File: config.mk
export PLATFORM = sky130hd
export DESIGN_NAME = pdt_timer
export DESIGN_NICKNAME = d
export VERILOG_FILES = /design/src/rtl/pdt_pkg.sv /design/src/rtl/pdt_cfg_reg.sv /design/src/rtl/pdt_prescaler.sv /design/src/rtl/pdt_countdown.sv /design/src/rtl/pdt_timer.sv
export SDC_FILE = /design/constraint.sdc
export NUM_CORES = 1
export LEC_CHECK = 0
export BUFFER_PORTS_ARGS = -buffer_cell sky130_fd_sc_hd__buf_2
export CELL_PAD_IN_SITES_DETAIL_PLACEMENT = 1
export CELL_PAD_IN_SITES_GLOBAL_PLACEMENT = 2
export CORE_MARGIN = 10
export CORE_UTILIZATION = 31
export DETAILED_ROUTE_END_ITERATION = 6
export PLACE_DENSITY = 0.79
export SETUP_SLACK_MARGIN = 0.15
export SLEW_MARGIN = 20
export SYNTH_ARGS = -nofsm -noshare
export SYNTH_HDL_FRONTEND = slang
export SYNTH_SLANG_ARGS = --single-unit
File: constraint.sdc
create_clock -name clk -period 2.5 [get_ports clk]
set_clock_uncertainty 0.2 [all_clocks]
set_input_delay 0.125 -clock clk [delete_from_list [all_inputs] [get_ports clk]]
set_output_delay 0.125 -clock clk [all_outputs]
set_load 0.1 [all_outputs]
File: src/rtl/pdt_pkg.sv
package pdt_pkg;
  localparam int REG_W    = 8;
  localparam int CODE_W   = 5;
  localparam int CODE_LSB = REG_W - CODE_W;

  typedef logic [REG_W-1:0]  reg_t;
  typedef logic [CODE_W-1:0] code_t;

  // Mask keeping only the timeout field; reserved low bits forced to zero.
  function automatic reg_t field_mask();
    reg_t m;
    for (int i = 0; i < REG_W; i++) m[i] = (i >= CODE_LSB);
    return m;
  endfunction

  function automatic code_t code_of(input reg_t r);
    return r[REG_W-1:CODE_LSB];
  endfunction
endpackage

File: src/rtl/pdt_cfg_reg.sv
module pdt_cfg_reg
  import pdt_pkg::*;
(
  input  logic  clk,
  input  logic  rst_n,
  input  logic  wr_en,
  input  reg_t  wr_data,
  output reg_t  cfg_q,
  output logic  load,
  output code_t load_code
);
  localparam reg_t KEEP = field_mask();

  reg_t wr_clean;
  assign wr_clean  = wr_data & KEEP;
  assign load      = wr_en;
  assign load_code = code_of(wr_clean);

  always_ff @(posedge clk or negedge rst_n) begin
    if (!rst_n)     cfg_q <= '0;
    else if (wr_en) cfg_q <= wr_clean;
  end
endmodule

File: src/rtl/pdt_prescaler.sv
module pdt_prescaler #(
  parameter int STEP_TICKS = 4
) (
  input  logic clk,
  input  logic rst_n,
  input  logic clear,
  input  logic tick_en,
  output logic step
);
  generate
    if (STEP_TICKS <= 1) begin : g_direct
      assign step = tick_en;
    end else begin : g_count
      localparam int CW = $clog2(STEP_TICKS);
      localparam logic [CW-1:0] LAST = CW'(STEP_TICKS - 1);
      logic [CW-1:0] cnt;
      assign step = tick_en && (cnt == LAST);
      always_ff @(posedge clk or negedge rst_n) begin
        if (!rst_n)       cnt <= '0;
        else if (clear)   cnt <= '0;
        else if (tick_en) cnt <= (cnt == LAST) ? '0 : cnt + 1'b1;
      end
    end
  endgenerate
endmodule

File: src/rtl/pdt_countdown.sv
module pdt_countdown
  import pdt_pkg::*;
(
  input  logic  clk,
  input  logic  rst_n,
  input  logic  load,
  input  code_t load_code,
  input  logic  step,
  output logic  armed,
  output logic  expired
);
  code_t remain;

  always_ff @(posedge clk or negedge rst_n) begin
    if (!rst_n) begin
      remain  <= '0;
      armed   <= 1'b0;
      expired <= 1'b0;
    end else if (load) begin
      remain  <= load_code;
      armed   <= |load_code;
      expired <= 1'b0;
    end else if (armed && step) begin
      if (remain == code_t'(1)) begin
        remain  <= '0;
        armed   <= 1'b0;
        expired <= 1'b1;
      end else begin
        remain  <= remain - 1'b1;
      end
    end
  end
endmodule

File: src/rtl/pdt_timer.sv
module pdt_timer
  import pdt_pkg::*;
#(
  parameter int STEP_TICKS = 4
) (
  input  logic       clk,
  input  logic       rst_n,
  input  logic       wr_en,
  input  logic [7:0] wr_data,
  output logic [7:0] rd_data,
  input  logic       tick,
  output logic       pd_req,
  output logic       bal_override
);
  logic  load;
  code_t load_code;
  logic  armed;
  logic  expired;
  logic  step;
  reg_t  cfg_q;

  pdt_cfg_reg u_cfg (
    .clk       (clk),
    .rst_n     (rst_n),
    .wr_en     (wr_en),
    .wr_data   (wr_data),
    .cfg_q     (cfg_q),
    .load      (load),
    .load_code (load_code)
  );

  // Ticks count only while a nonzero timeout runs; a write cycle's tick is dropped.
  pdt_prescaler #(.STEP_TICKS(STEP_TICKS)) u_pre (
    .clk     (clk),
    .rst_n   (rst_n),
    .clear   (load),
    .tick_en (tick && armed && !load),
    .step    (step)
  );

  pdt_countdown u_cnt (
    .clk       (clk),
    .rst_n     (rst_n),
    .load      (load),
    .load_code (load_code),
    .step      (step),
    .armed     (armed),
    .expired   (expired)
  );

  assign rd_data      = cfg_q;
  assign pd_req       = expired;
  assign bal_override = expired;  // power-down outranks balancing
endmodule

* After elaboration in Yosys (flattened, before gate mapping)
Index checks and enable logic that the tools add are counted.
** Storage, ports and cells
- Flip-flop bits (word level) :: 14
- Bits of input ports :: 12
- Output and inout bits :: 10
- Logic and storage cells :: 31
** Cells by class
- Add/subtract/negate cells :: 2
- Eq/ne operators :: 2
- Mux-type cells :: 12
- Reduce and logical (&&, ||, !) cells :: 10
** Operator list (number)
- $mux 5 :: 3
- $mux 1 :: 6
- $mux 2 :: 3
- $reduce_bool 2->1 :: 3
- $eq 5x1->1 const B :: 1
- $reduce_or 5->1 :: 1
- $sub 5x1->5 const B :: 1
- $logic_and 1x1->1 :: 4
- $add 2x1->2 const B :: 1
- $eq 2x2->1 const B :: 1
- $reduce_and 2->1 :: 1
- $logic_not 1->1 :: 1

* Logic depth before layout (Yosys ltp)
- Word-level depth :: 6
- Gate-level depth with buffers :: 5
- Mapped depth without buffers :: 5

* Modules after synthesis
From an unflattened synthesis, not the netlist that was laid out.
** Second synthesis, totals
- Cells, all modules :: 75
- Area total of the unflattened synthesis :: 805.8 µm²
** By module, submodules not included
- pdt_countdown :: instances 1, cells each 44, area each 430.4 µm²
- pdt_cfg_reg :: instances 1, cells each 20, area each 252.7 µm²
- pdt_prescaler :: instances 1, cells each 9, area each 106.4 µm²
- pdt_timer :: instances 1, cells each 2, area each 16.3 µm²

* Worst setup path after synthesis
No wires, ideal clock.
- Path type :: flip-flop to output port
- Start :: register u_cnt.expired
- End :: output pd_req
- Arrival time :: 1.340 ns
- Path slack :: 0.835 ns
- Stages on the path, launching flop included :: 2
- Path buffers :: 1
- Cell sequence :: dfrtp_1 -> buf_4
** RTL lines
- start: declaration :: RTL line pdt_countdown.sv:10 : output logic expired
- start signal: assignment :: RTL line pdt_countdown.sv:18 : expired <= 1'b0;
- start signal: assignment :: RTL line pdt_countdown.sv:22 : expired <= 1'b0;
- start signal: assignment :: RTL line pdt_countdown.sv:27 : expired <= 1'b1;
- end: declaration :: RTL line pdt_timer.sv:12 : output logic pd_req,
No word-level cell between the ends.

* Worst setup path after layout
- Start :: register u_cnt.remain[1]
- End :: register u_cnt.armed
** On the way
- Longest elaborated chain between the ends :: 3
** Ends and longest elaborated chain
- start: declaration :: RTL line pdt_countdown.sv:12 : code_t remain;
- start signal: assignment :: RTL line pdt_countdown.sv:20 : remain <= load_code;
- start signal: assignment :: RTL line pdt_countdown.sv:29 : remain <= remain - 1'b1;
- $eq 5x1->1 :: RTL line pdt_countdown.sv:24 : if (remain == code_t'(1)) begin
- $reduce_bool 2->1 (no line)
- $reduce_and 2->1 (no line)
- end signal: assignment :: RTL line pdt_countdown.sv:21 : armed <= |load_code;
- end: declaration :: RTL line pdt_countdown.sv:9 : output logic armed,
Every way passes these cells.
A chain may end at the register's enable or synchronous reset.

==> flow_metrics.env <==
export IMPL_status="completed"
export IMPL_cp_top_family="simple AND/OR/NAND/NOR gates"
export IMPL_synth_area_um2=728
export IMPL_layout_cells_non_filler=122
export IMPL_drive_above_1_share_pct=25.5
export IMPL_async_reset_ff_share_pct=100
export IMPL_avgSynthCellArea_um2=9.98
export IMPL_gp_congestion=0.724
export IMPL_vias=605
export IMPL_synth_edf_count=0
export IMPL_yosysSeqAreaShare_pct=48.1
export IMPL_drtIter0Drc=11
export IMPL_min_path_type="in2reg"
export IMPL_htree_levels=1
export IMPL_grt_pass1_vias=631
export IMPL_io_pins=22
export IMPL_period_share_pct=69.7
export IMPL_finalMaxSlewViolations=0
export IMPL_p_int_mw=0.339
export IMPL_final_common_cell="buf_2"
export IMPL_drc=0
export IMPL_clk_pin_slew_worst_paths_ns=0.09
export IMPL_worst_path_max_delay_cell="or4b_4"
export IMPL_critPathRequiredTime_ns=2.46
export IMPL_fin_crit_ns=1.74
export IMPL_crit_fanout=5
export IMPL_numCtsBuffers=3
export IMPL_dp_hpwl_um=1310
export IMPL_dp_cells=112
export IMPL_mostFrequentLayoutCells="15 x buf_2, 14 x dfrtp_1, 7 x o21ai_0, 7 x dlygate4sd3_1"
export IMPL_drv_cap=0
export IMPL_clock_sinks=14
export IMPL_post_dp_cell_area_um2=807
export IMPL_hold_viol=0
export IMPL_antenna_found_initial=0
export IMPL_wl_um=1830
export IMPL_clockRootBuffer="clkbuf_4"
export IMPL_path_class="reg2reg"
export IMPL_tns_ns=0
export IMPL_drtPass1Iterations=3
export IMPL_worstPathBufferInverterCount=1
export IMPL_switching_share_pct=37.7
export IMPL_dieHeight_um=68.5
export IMPL_clock_fmax_ghz=0.574
export IMPL_power_mw=0.545
export IMPL_start_util_pct=32.6
export IMPL_yosysWarnings=0
export IMPL_fill_cells=265
export IMPL_design_core_area_um2=2230
export IMPL_final_antenna_net_count=0
export IMPL_clockBufferDepth=2
export IMPL_ys_ff_latch=14
export IMPL_grt_first_pass_wirelength_um=3160
export IMPL_max_stage_delay_ns=0.50
export IMPL_synth_main_ff_cell="dfrtp_1"
export IMPL_p_comb_share_pct=28.1
export IMPL_post_cts_buffers=0
export IMPL_syn_inst=73
export IMPL_hold_ws_ns=0.0401
export IMPL_syn2layout_area_growth_pct=23.5
export IMPL_diodes=0
export IMPL_grt_util_all_layers_pct=9.19
export IMPL_avgViaCountPerCell=4.96
export IMPL_seqPwrFrac_pct=47.7
export IMPL_synth_distinct_cells=27
export IMPL_grt_max_degree=22
export IMPL_setup_violations=0
export IMPL_rows=17
export IMPL_cp_common_cell="o21ai_0"
export IMPL_arrival_ns=1.70
export IMPL_fin_area_um2=900
export IMPL_worstSetupEndpointType="register"
export IMPL_port_buffer_count=15
export IMPL_p_leak_nw=0.420
export IMPL_start_kind="register"
export IMPL_p_sw_mw=0.206
export IMPL_rsz0062_at_grt="no"
export IMPL_die_width_um=68.5
export IMPL_cts_resized=0
export IMPL_clock_latency_ns=0.28
export IMPL_dieArea_um2=4690
export IMPL_p_clk_share_pct=24.2
export IMPL_nets=111
export IMPL_p_per_area_nw_per_um2=606
export IMPL_crit_chain="inv_1, ha_1, or4b_4, o21ai_0, o21ai_0"
export IMPL_grt_overflow_total=0
export IMPL_cts_tree="done"
export IMPL_peakVddDrop_mv=0.342
export IMPL_detail_route_wl_per_cell_um=15.0
[stage by stage]
stage / worst slack [ns] / util [%]
global route: 0.631 / 40.3
finish: 0.759 / 40.3
floorplan: 0.835 / -
CTS: 0.736 / 40.3
detailed placement: 0.752 / 36.1
global placement: 0.780 / 36.1
[Yosys cell counts (2+ instances only)]
cell type | instances | area share (%)
dfrtp_1 | 14 | 48
o21ai_0 | 7 | 4.8
inv_1 | 5 | 2.6
nor2_1 | 5 | 2.6
a21oi_1 | 4 | 2.7
buf_4 | 4 | 4.1
mux2_2 | 4 | 6.2
nand2_1 | 4 | 2.1
nand3_1 | 4 | 2.7
ha_1 | 3 | 5.2
nand4_1 | 2 | 1.7
or4_1 | 2 | 2.1
[cell families (layout without fill, tap and decap cells)]
group                    count (synthesis)  in the layout  share of synthesized area, %
adder cells (fa/ha/maj)                  3              3                          5.16
multiplexers                             5              5                          7.56
other                                    1              3                         0.515
buffers and inverters                   11             30                          7.90
flip-flops                              14             14                          48.1
AND/OR/NAND/NOR                         24             24                          18.9
AO/OA/AOI/OAI                           15             15                          11.9
[state kept, by name, indices dropped and copies added (netlist names)]
signal             flops
u_cnt.expired          1
u_cnt.remain           5
u_cnt.armed            1
u_pre.g_count.cnt      2
u_cfg.cfg_q            5
[layer usage]
metal  global-route usage (%)  wire length, um  vias up
met4                     6.03               52        0
li1                         -                -      295
met5                        0                0        -
met1                     10.8              808      288
met3                     4.08              145        5
met2                     13.2              821       17
[final timing paths]
check                                            startpoint  cells past startpoint  slack (ns)                          endpoint
worst max register to register  u_cnt.remain[1]$_DFFE_PN0P_                      5        0.76           u_cnt.armed$_DFFE_PN0P_
min in group asynchronous                             rst_n                      2        0.06       u_cnt.remain[4]$_DFFE_PN0P_
max in group asynchronous                             rst_n                      2        1.79        u_cfg.cfg_q[7]$_DFFE_PN0P_
worst min register to register   u_cfg.cfg_q[6]$_DFFE_PN0P_                      1        0.32        u_cfg.cfg_q[6]$_DFFE_PN0P_
worst max-delay path            u_cnt.remain[1]$_DFFE_PN0P_                      5        0.76           u_cnt.armed$_DFFE_PN0P_
worst min-delay path                                  wr_en                      2        0.04  u_pre.g_count.cnt[0]$_DFFE_PN0P_
[power groups by stage]
stage / registers, mW / clock network [mW] / logic, mW
global route: 0.263 / 0.150 / 0.166
floorplan: 0.319 / 0 / 0.0612
global placement: 0.264 / 0 / 0.144
CTS: 0.260 / 0.137 / 0.154
finish: 0.260 / 0.132 / 0.153
detailed placement: 0.264 / 0 / 0.146
[cell type report]
class                           count  area, um2  area share, %
Tap cell                           28       35.0           3.89
Inverter                            5       18.8           2.09
Sequential cell                    14        350           38.9
Clock buffer                        3       22.5           2.50
Timing Repair Buffer               22        145           16.1
Multi-Input combinational cell     50        328           36.4
[timing repair]
item,in CTS,in global routing
setup endpoints to repair,0,0
hold buffers,7,0
endpoints found under the hold margin,26,0
(Power assumes the default switching activity.)
